## src/rtl/gpio4_pkg.sv

```systemverilog
package gpio4_pkg;

    typedef enum logic [1:0] {
        ST_RUN    = 2'd0,
        ST_SW_SBY = 2'd1,
        ST_HW_SBY = 2'd2
    } pwr_state_t;

    localparam int ADR_LATCH = 0;
    localparam int ADR_DIR   = 1;
    localparam int ADR_PULL  = 2;

    localparam int PU_MODE_MIN = 5;

endpackage

```

## src/rtl/gpio4_sync.sv

```systemverilog
module gpio4_sync #(
    parameter int W      = 4,
    parameter int STAGES = 2
) (
    input  logic         clk,
    input  logic         rst_n,
    input  logic [W-1:0] d,
    output logic [W-1:0] q
);
    logic [W-1:0] stg [STAGES];

    always_ff @(posedge clk or negedge rst_n) begin
        if (!rst_n) begin
            for (int i = 0; i < STAGES; i++) stg[i] <= '0;
        end else begin
            stg[0] <= d;
            for (int i = 1; i < STAGES; i++) stg[i] <= stg[i-1];
        end
    end

    assign q = stg[STAGES-1];
endmodule

```

## src/rtl/gpio4_stby_fsm.sv

```systemverilog
module gpio4_stby_fsm
    import gpio4_pkg::*;
(
    input  logic       clk,
    input  logic       rst_n,
    input  logic       sw_stby,
    input  logic       hw_stby,
    output pwr_state_t state,
    output logic       regs_clear,
    output logic       wr_allow
);
    pwr_state_t nxt;

    always_ff @(posedge clk or negedge rst_n) begin
        if (!rst_n) state <= ST_RUN;
        else        state <= nxt;
    end

    always_comb begin
        nxt = state;
        unique case (state)
            ST_RUN: begin
                if (hw_stby)      nxt = ST_HW_SBY;
                else if (sw_stby) nxt = ST_SW_SBY;
            end
            ST_SW_SBY: begin
                if (hw_stby)       nxt = ST_HW_SBY;
                else if (!sw_stby) nxt = ST_RUN;
            end
            ST_HW_SBY: begin
                if (!hw_stby)     nxt = sw_stby ? ST_SW_SBY : ST_RUN;
            end
            default: nxt = ST_RUN;
        endcase
    end

    always_comb begin
        regs_clear = 1'b0;
        wr_allow   = 1'b0;
        unique case (state)
            ST_RUN:    wr_allow   = 1'b1;
            ST_SW_SBY: wr_allow   = 1'b0;
            ST_HW_SBY: regs_clear = 1'b1;
            default:   wr_allow   = 1'b0;
        endcase
    end
endmodule

```

## src/rtl/gpio4_regs.sv

```systemverilog
module gpio4_regs
    import gpio4_pkg::*;
#(
    parameter int PINS = 4,
    parameter int AW   = 2
) (
    input  logic            clk,
    input  logic            rst_n,
    input  logic            regs_clear,
    input  logic            wr_allow,
    input  logic            wr_en,
    input  logic [AW-1:0]   addr,
    input  logic [PINS-1:0] wbits,
    output logic [PINS-1:0] latch_q,
    output logic [PINS-1:0] dir_q,
    output logic [PINS-1:0] pull_q
);
    logic wr_latch, wr_dir, wr_pull;

    always_comb begin
        wr_latch = wr_en && wr_allow && (addr == AW'(ADR_LATCH));
        wr_dir   = wr_en && wr_allow && (addr == AW'(ADR_DIR));
        wr_pull  = wr_en && wr_allow && (addr == AW'(ADR_PULL));
    end

    for (genvar i = 0; i < PINS; i++) begin : g_bit
        always_ff @(posedge clk or negedge rst_n) begin
            if (!rst_n) begin
                latch_q[i] <= 1'b0;
                dir_q[i]   <= 1'b0;
                pull_q[i]  <= 1'b0;
            end else if (regs_clear) begin
                latch_q[i] <= 1'b0;
                dir_q[i]   <= 1'b0;
                pull_q[i]  <= 1'b0;
            end else begin
                if (wr_latch) latch_q[i] <= wbits[i];
                if (wr_dir)   dir_q[i]   <= wbits[i];
                if (wr_pull)  pull_q[i]  <= wbits[i];
            end
        end
    end
endmodule

```

## src/rtl/gpio4_rdmux.sv

```systemverilog
module gpio4_rdmux
    import gpio4_pkg::*;
#(
    parameter int PINS = 4,
    parameter int DW   = 8,
    parameter int AW   = 2
) (
    input  logic            clk,
    input  logic            rst_n,
    input  logic            rd_en,
    input  logic [AW-1:0]   addr,
    input  logic [PINS-1:0] latch_q,
    input  logic [PINS-1:0] dir_q,
    input  logic [PINS-1:0] pull_q,
    input  logic [PINS-1:0] pin_s,
    output logic [DW-1:0]   rdata
);
    localparam int RSV = DW - PINS;

    logic [PINS-1:0] mixed;
    logic [DW-1:0]   rd_val;

    for (genvar i = 0; i < PINS; i++) begin : g_mix
        assign mixed[i] = dir_q[i] ? latch_q[i] : pin_s[i];
    end

    always_comb begin
        rd_val = '0;
        if (addr == AW'(ADR_LATCH))     rd_val = {{RSV{1'b1}}, mixed};
        else if (addr == AW'(ADR_DIR))  rd_val = {{RSV{1'b0}}, dir_q};
        else if (addr == AW'(ADR_PULL)) rd_val = {{RSV{1'b1}}, pull_q};
    end

    always_ff @(posedge clk or negedge rst_n) begin
        if (!rst_n)     rdata <= '0;
        else if (rd_en) rdata <= rd_val;
        else            rdata <= '0;
    end
endmodule

```

## src/rtl/gpio4_port.sv

```systemverilog
module gpio4_port
    import gpio4_pkg::*;
#(
    parameter int PINS        = 4,
    parameter int DW          = 8,
    parameter int AW          = 2,
    parameter int MODE_W      = 3,
    parameter int SYNC_STAGES = 2
) (
    input  logic              clk,
    input  logic              rst_n,
    input  logic [AW-1:0]     addr,
    input  logic              wr_en,
    input  logic [DW-1:0]     wdata,
    input  logic              rd_en,
    output logic [DW-1:0]     rdata,
    input  logic [MODE_W-1:0] mode,
    input  logic              sw_stby,
    input  logic              hw_stby,
    input  logic [PINS-1:0]   pin_in,
    output logic [PINS-1:0]   pin_oe,
    output logic [PINS-1:0]   pin_out,
    output logic [PINS-1:0]   pin_pu
);
    pwr_state_t      state;
    logic            regs_clear, wr_allow;
    logic [PINS-1:0] latch_q, dir_q, pull_q, pin_s;
    logic            pu_mode;
    logic            rsv_unused;

    assign rsv_unused = ^wdata[DW-1:PINS];

    gpio4_stby_fsm u_fsm (
        .clk        (clk),
        .rst_n      (rst_n),
        .sw_stby    (sw_stby),
        .hw_stby    (hw_stby),
        .state      (state),
        .regs_clear (regs_clear),
        .wr_allow   (wr_allow)
    );

    gpio4_regs #(.PINS(PINS), .AW(AW)) u_regs (
        .clk        (clk),
        .rst_n      (rst_n),
        .regs_clear (regs_clear),
        .wr_allow   (wr_allow),
        .wr_en      (wr_en),
        .addr       (addr),
        .wbits      (wdata[PINS-1:0]),
        .latch_q    (latch_q),
        .dir_q      (dir_q),
        .pull_q     (pull_q)
    );

    gpio4_sync #(.W(PINS), .STAGES(SYNC_STAGES)) u_sync (
        .clk   (clk),
        .rst_n (rst_n),
        .d     (pin_in),
        .q     (pin_s)
    );

    gpio4_rdmux #(.PINS(PINS), .DW(DW), .AW(AW)) u_rd (
        .clk     (clk),
        .rst_n   (rst_n),
        .rd_en   (rd_en),
        .addr    (addr),
        .latch_q (latch_q),
        .dir_q   (dir_q),
        .pull_q  (pull_q),
        .pin_s   (pin_s),
        .rdata   (rdata)
    );

    assign pu_mode = (int'(mode) >= PU_MODE_MIN);

    for (genvar i = 0; i < PINS; i++) begin : g_pin
        assign pin_oe[i]  = dir_q[i];
        assign pin_out[i] = latch_q[i];
        assign pin_pu[i]  = pu_mode && !dir_q[i] && pull_q[i];
    end
endmodule

```

## config.mk

```make
export PLATFORM = sky130hd
export DESIGN_NAME = gpio4_port
export DESIGN_NICKNAME = d
export VERILOG_FILES = /design/src/rtl/gpio4_pkg.sv /design/src/rtl/gpio4_sync.sv /design/src/rtl/gpio4_stby_fsm.sv /design/src/rtl/gpio4_regs.sv /design/src/rtl/gpio4_rdmux.sv /design/src/rtl/gpio4_port.sv
export SDC_FILE = /design/constraint.sdc
export NUM_CORES = 1
export LEC_CHECK = 0
export ABC_CLOCK_PERIOD_IN_PS = 2200
export CORE_ASPECT_RATIO = 1.75
export CORE_MARGIN = 2
export CORE_UTILIZATION = 49
export CTS_BUF_LIST = sky130_fd_sc_hd__clkbuf_2
export DETAILED_ROUTE_END_ITERATION = 8
export MAX_ROUTING_LAYER = met4
export PLACE_DENSITY = 0.87
export SYNTH_ARGS = -nofsm -noshare
export SYNTH_HDL_FRONTEND = slang
export SYNTH_SLANG_ARGS = --single-unit
```

## constraint.sdc

```tcl
create_clock -name clk -period 2.2 [get_ports clk]
set_input_delay 0.33 -clock clk [delete_from_list [all_inputs] [get_ports clk]]
set_output_delay 0.33 -clock clk [all_outputs]
set_load 0.03 [all_outputs]
```

# Word-level counts from Yosys, hierarchy flattened
# Cells that the tools add are included.
# totals
register_bits,30
output_inout_bits,20
# op_classes
n_lt_le_gt_ge,1
n_eq_ne,7
n_mux,41
reduce_logical,22
# ops
op,n
two-way mux 8 bit,4
two-way mux 1 bit,31
logical AND 1 bit,12
two-way mux 2 bit,5
!= test 3 bit (second input constant),2
case mux 2 bit (3 select lines),1
nonzero test 2 bit,3
== test 2 x 1 -> 1 bit (second input constant),2
== test 2 bit (second input constant),2
zero test 1 bit,4
zero test 2 bit,2
>= comparator 3 bit (second input constant),1
AND reduction 3 bit,1
!= test 2 bit (second input constant),1

# Longest topological paths before layout
# Gate-level depths: netlist of run 1.
# depth
word_depth,6
depth_mapped,4

# Modules after synthesis
# From an unflattened synthesis of run 1, not the netlist that was laid out.
# unflattened
cells_unflattened,104
area_unflattened_um2,1260.0
# by_module_without_submodules
module,instances,cells_per_inst,area_each_um2,seq_area_each_um2
gpio4_regs,1,45,578.1,300.3
gpio4_rdmux,1,35,309.0,125.1
gpio4_sync,1,12,230.2,200.2
gpio4_stby_fsm,1,7,83.8,50.0
gpio4_port,1,5,58.8,0.0

# Worst setup path after synthesis of run 1
# No wires, ideal clock.
# synth_path
kind,register to output
startpoint,reg u_regs.dir_q[3]
endpoint,out pin_pu[3]
arrival_ps,1296
path_slack_ps,574
path_stages_with_launch,2
n_path_buf,0
cell_sequence,dfrtp_1 nor3b_1
# synth_via
elab_chain_cells,3
# synth_lines
element,line_no,source
start: declaration,gpio4_regs.sv:15,"output logic [PINS-1:0] dir_q,"
start signal: indexed assignment,gpio4_regs.sv:38,if (wr_dir) dir_q[i] <= wbits[i];
zero test 1 bit,gpio4_port.sv:80,assign pin_pu[i] = pu_mode && !dir_q[i] && pull_q[i];
logical AND 1 bit (2 in series),gpio4_port.sv:80,
end: declaration,gpio4_port.sv:23,output logic [PINS-1:0] pin_pu
# No other way between the ends.

# Worst setup path after layout of run 1
# layout_path
startpoint,reg u_regs.dir_q[3]
endpoint,out pin_oe[3]
# layout_rtl
element,line_no,source
end: declaration,gpio4_port.sv:21,"output logic [PINS-1:0] pin_oe,"
# No word-level cell between the ends.

==> impl_metrics.csv, run 1 <==
group,metric,value,unit
outcome,status,"completed",
final_layout,layout-drive-gt1-share,14.5,%
worst_hold_path,hp-class,"in -> async",
floorplanning,start_util,51.8,%
timing,max_clock_freq,532,MHz
grt,grt_pass1_vias,1034,
grt,top_usage_layer,"met2",
critical_path,crit_fanout,5,
grt,gr-usage-met1,24.9,%
grt,use_met3,1.92,%
route,vias_per_cell,5.66,
critical_path,crit_start,"u_regs.dir_q[3]",
grt,use_met2,39.2,%
power_and_ir_drop,power_density,567,nW/um^2
synthesis,syn_area_per_cell,11.2,sq um
route,routed_wl,2630,um
synthesis,yosysWarnings,0,
clock_tree,cts_buffers,3,
synthesis,synthesis.area,1190,sq um
grt,grt_usage,23.1,%
synthesis,async_reset_ff_share,100,%
critical_path,reg2reg_from,"u_fsm.state[0]",
route,drtIter0Drc,26,
final_layout,finish.net_count,169,
critical_path,slowest_stage,"clkdlybuf4s50_1",
critical_path,slowest_delay,0.70,ns
route,avgRoutedWirePerCell,15.5,um
grt,grt_pass1_wl,4510,um
placed_design,dpl.cell_count,166,
timing,setup_viol,0,
clock_tree,cts.sinks,27,
timing,holdWs,0.288,ns
final_layout,final_common_cell,"clkdlybuf4s50_1",
timing,hold_viol_final,0,
route,via_count,962,
clock_tree,root_buffer,"clkbuf_2",
timing,slew-limit-headroom,66.4,%
synthesis,synth_cells,106,
placed_design,gp_congestion,0.834,
critical_path,r2r_slack,0.69,ns
timing,min_period,1.88,ns
final_layout,layout.cells.non_filler,170,
grt,antenna_found_initial,0,
floorplanning,io-pin-count,43,
critical_path,crit_arrival,1.55,ns
clock_tree,cts_tree,"yes",
timing,fin_tns_setup,0,ns
final_layout,utilization,69.7,%
critical_path,worstSetupEndpointType,"primary output",
clock_tree,cts_resized,0,
placed_design,port_buffers,38,
synthesis,synth_edf_count,0,
floorplanning,die_area,2860,sq um
critical_path,path_delay_family,"buffers and inverters",
critical_path,critical_path_required,1.87,ns
synthesis,synth_nets,129,
floorplanning,die_w,41.3,um
clock_tree,cts.clk_slew.worst_paths,0.24,ns
timing,rsz0062_at_grt,"false",
clock_tree,clk_latency,0.37,ns
clock_tree,h-tree-depth,1,
final_layout,n_antenna_cell,0,
grt,grt_max_degree,28,
clock_tree,holdBufCountCts,0,
timing,skew,0.00912,ns
floorplanning,core.rowCount,23,
clock_tree,post_cts_buffers,0,
power_and_ir_drop,ir_drop,0.520,mV
critical_path,cp_cell_sequence,"clkdlybuf4s50_1",
grt,overflow,0,
timing,fin_crit_sh,85.4,%
synthesis,synth.distinct_cells,31,
synthesis,synth-seq-cells,27,
route,drc,0,
route,ant_nets,0,
timing,worst_pin_slew,0.499,ns
run,cap_violations,0,
floorplanning,core_area,2300,sq um
floorplanning,die_height,69.3,um
critical_path,start_kind,"flip-flop",
timing,slew_violations,0,
power_and_ir_drop,p_leak,0.000701,uW
route,first_pass_iters,4,
critical_path,critPathKind,"reg -> out",
critical_path,worstPathBufferInverterCount,1,
final_layout,areaGrowthSynthToFinish,34.6,%
synthesis,synth_flop_cell,"dfrtp_1",
final_layout,final_cell_mix,"clkdlybuf4s50_1 (34), dfrtp_1 (27), nand2_1 (11)",
synthesis,ys_seq_area_share,56.7,%
clock_tree,clock_path_buffers,2,
placed_design,hpwlAfterDp,2030,um
==> cells in the mapped netlist, types with 3 or more instances <==
cell / count / area (sq um)
clkbuf_1: 3 / 11.3
a31o_2: 3 / 26.3
o21bai_1: 3 / 22.5
nand2_1: 11 / 41.3
nor3b_1: 5 / 37.5
o21ai_0: 8 / 40.0
nand3_1: 3 / 15.0
buf_4: 3 / 22.5
dfrtp_1: 27 / 676
inv_1: 4 / 15.0
and4_1: 3 / 26.3
and3_1: 3 / 18.8
nor2_1: 5 / 18.8
nand3b_1: 6 / 45.0
o211ai_1: 3 / 22.5
==> metrics by stage <==
step	total power [uW]	setup slack (ns)	instance area (sq um)
3_3_place_gp	721	0.411	1590
2_1_floorplan	633	0.574	1190
4_1_cts	917	0.315	1610
3_5_place_dp	729	0.369	1590
5_1_grt	953	0.261	1610
6_report	910	0.321	1610
==> worst reg2reg max path: stages, from the launching register on <==
cell and delay (ns):
dfrtp_1 0.51, nor4b_2 0.43, nand2_1 0.21, a31o_2 0.28
==> sequential cells by signal, indices dropped and copies added (netlist names) <==
name,cells
u_fsm.state,2
u_rd.rdata,5
u_regs.dir_q,4
u_regs.latch_q,4
u_regs.pull_q,4
u_sync.q,4
u_sync.stg,4
==> routing by layer <==
metal | share of wire, % | vias up
li1 | - | 451
met1 | 36 | 467
met2 | 58 | 37
met3 | 3.5 | 7
met4 | 2.8 | 0
met5 | 0 | -
==> report_power, final <==
group	internal (uW)	total, uW	switching [uW]
combinational	84.0	176	92.4
clock	47.9	193	145
sequential	522	541	19.8
total	653	910	257
==> layout make-up <==
type	instances	area [sq um]
fill	188	697
inverter	4	15.0
tap	25	31.3
multi-input combinational	68	463
timing repair buffer	42	400
sequential	27	676
clock buffer	4	20.0
==> kinds of logic (layout without fill, tap and decap cells) <==
logic type | after synthesis | in the layout | synth area share [%]
buffers and inverters | 11 | 50 | 4.51
multiplexers | 1 | 1 | 0.839
AO/OA/AOI/OAI | 23 | 23 | 13.7
flip-flops | 27 | 27 | 56.7
AND/OR/NAND/NOR | 44 | 44 | 24.2
==> path summary, 6_finish.rpt <==
kind,to,cells past startpoint
setup / recovery,pin_oe[3],1
hold / removal,u_regs.dir_q[2],2
setup reg to reg,u_regs.pull_q[0],3
hold reg to reg,u_sync.q[2],0
max in group asynchronous,u_sync.q[3],2
min in group clk,u_sync.stg[6],1
(Power assumes the default switching activity.)
==> inputs of run 2 (changes only) <==
--- a/config.mk
+++ b/config.mk
@@ -12,2 +12,4 @@
 export CTS_BUF_LIST = sky130_fd_sc_hd__clkbuf_2
+export CTS_CLUSTER_DIAMETER = 50
+export CTS_CLUSTER_SIZE = 16
 export DETAILED_ROUTE_END_ITERATION = 8
==> constraint.sdc (replaced) <==
create_clock -name clk -period 2.2 [get_ports clk]
set_input_delay 0.55 -clock clk [delete_from_list [all_inputs] [get_ports clk]]
set_output_delay 0.55 -clock clk [all_outputs]
set_load 0.03 [all_outputs]
==> impl_metrics.csv, run 2 (synthesized netlist as in run 1, its figures left out) <==
group,metric,value,unit
critical_path,slowest_delay,0.45,ns
critical_path,worstReg2RegEnd,"u_regs.pull_q[1]",
floorplanning,die_height,69.3,um
clock_tree,cts_resized,0,
power_and_ir_drop,p_sw_share,27.4,%
clock_tree,h-tree-depth,1,
final_layout,largest_register_ff_count,5,
final_layout,areaGrowthSynthToFinish,37.6,%
final_layout,utilization,71.3,%
route,routed_wl,2730,um
clock_tree,cts.sinks,27,
placed_design,hpwlAfterDp,2090,um
clock_tree,holdBufCountCts,0,
timing,fin_tns_setup,0,ns
power_and_ir_drop,power_density,551,nW/um^2
timing,worst_pin_slew,0.524,ns
power_and_ir_drop,comb_power_share,20.1,%
placed_design,port_buffers,38,
run,cap_violations,0,
floorplanning,start_util,51.8,%
critical_path,crit_fanout,4,
critical_path,slowest_stage,"clkdlybuf4s50_1",
floorplanning,core.rowCount,23,
final_layout,layout-drive-gt1-share,18.4,%
critical_path,critPathKind,"in -> out",
clock_tree,cts_buffers,3,
clock_tree,post_cts_buffers,0,
route,drtIter0Drc,48,
critical_path,cp_cell_sequence,"clkdlybuf4s50_1 -> o21ai_0 -> buf_4 -> nor3b_2 -> buf_4",
outcome,status,"completed",
route,avgRoutedWirePerCell,15.9,um
grt,grt_max_degree,28,
placed_design,pre_cts_ws,0.0382,ns
power_and_ir_drop,pwr-share-seq,59.9,%
final_layout,top_register,"u_rd.rdata",
route,vias_per_cell,5.67,
final_layout,finish.net_count,171,
clock_tree,root_buffer,"clkbuf_2",
critical_path,cpMostUsedCell,"buf_4",
timing,slew-limit-headroom,65.1,%
placed_design,gp_congestion,0.843,
floorplanning,core_area,2300,sq um
critical_path,path_delay_family,"buffers and inverters",
placed_design,placed_area,1600,sq um
critical_path,rr_worst_depth,3,
floorplanning,die_area,2860,sq um
power_and_ir_drop,intPower,657,uW
clock_tree,cts.clk_slew.worst_paths,0.22,ns
worst_hold_path,worst_hold_path.endpoint,"u_sync.q[0]",
final_layout,fillers,194,
timing,setup_viol,0,
power_and_ir_drop,power.switching,248,uW
timing,hold_viol_final,0,
route,ant_nets,0,
floorplanning,io-pin-count,43,
route,first_pass_iters,4,
worst_hold_path,hold_path_startpoint,"u_sync.stg[4]",
floorplanning,die_w,41.3,um
clock_tree,clk_latency,0.33,ns
final_layout,final_area,1640,sq um
critical_path,critical_path_required,1.65,ns
power_and_ir_drop,pwr-share-clk,19.9,%
timing,setup_ws,0.0671,ns
worst_hold_path,hp-class,"reg -> reg",
grt,grt_pass1_vias,1017,
clock_tree,clock_path_buffers,2,
grt,antenna_found_initial,0,
timing,rsz0062_at_grt,"false",
power_and_ir_drop,p_leak,0.000718,uW
grt,grt_usage,22.6,%
final_layout,n_antenna_cell,0,
grt,grt_pass1_wl,4410,um
critical_path,r2r_slack,0.68,ns
timing,min_period,2.13,ns
route,via_count,976,
power_and_ir_drop,ir_drop,0.367,mV
critical_path,reg2reg_from,"u_fsm.state[0]",
timing,fin_crit_sh,96.9,%
worst_hold_path,whs_path_depth,0,
clock_tree,cts_tree,"yes",
final_layout,final_cell_mix,"clkdlybuf4s50_1 (34), dfrtp_1 (27), nand2_1 (11)",
critical_path,worstPathBufferInverterCount,3,
timing,skew,0.00809,ns
timing,max_clock_freq,469,MHz
critical_path,start_kind,"input port",
critical_path,crit_arrival,1.58,ns
critical_path,worstSetupEndpointType,"primary output",
grt,overflow,0,
timing,slew_violations,0,
final_layout,final_common_cell,"clkdlybuf4s50_1",
route,drc,0,
[run 2: cell count changes in the layout (fill, tap and decap cells not counted)]
cell and change:
nor3b_2 +4, buf_4 +2, nor3b_1 -4
[run 2: power groups by stage]
stage	registers, uW	logic, uW	clock network, uW
after floorplan	569	64.0	0
final	542	182	180
after global placement	549	176	0
after global routing	546	197	208
after detailed placement	550	181	0
after CTS	541	182	184
[run 2: per-stage QoR]
step / power, uW / cells / hold slack, ns
after floorplan: 633 / 106 / 0.254
after global placement: 724 / 168 / 0.333
after detailed placement: 731 / 168 / 0.335
after CTS: 908 / 172 / 0.381
after global routing: 951 / 172 / 0.397
final: 904 / 172 / 0.379
[run 2: how the worst max path moves through the flow]
stage,startpoint,endpoint,slack (ns),cells past startpoint
2_1_floorplan,mode[0],pin_pu[0],0.18,2
3_3_place_gp,mode[0],pin_pu[0],0.04,5
3_5_place_dp,mode[1],pin_pu[1],0.04,5
4_1_cts,mode[1],pin_pu[2],0.03,5
5_1_grt,mode[2],pin_pu[2],0.009,5
6_report,mode[0],pin_pu[2],0.07,5
[run 2: area by class of cell]
class	instances	area (sq um)	share of cell area, %
well taps	25	31.3	1.91
repair buffers	44	415	25.3
multi-input cells	68	483	29.4
inverters	4	15.0	0.915
clock buffers	4	20.0	1.22
flip-flops and latches	27	676	41.2
[run 2: per-layer routing]
| metal | GRT usage [%] | vias up | wire length (um) | part of all wire (%) |
|---|---|---|---|---|
| li1 | - | 462 | - | - |
| met1 | 23.7 | 465 | 901 | 33 |
| met2 | 38.9 | 41 | 1620 | 59 |
| met3 | 2.24 | 8 | 125 | 4.6 |
| met4 | 9.68 | 0 | 83 | 3.0 |
| met5 | - | - | 0 | 0 |
[run 2: worst reg2reg max path, cell delays in order (launching register included)]
cell and delay (ns):
dfrtp_1 0.51, nor4b_2 0.43, nand2_1 0.21, a31o_2 0.29
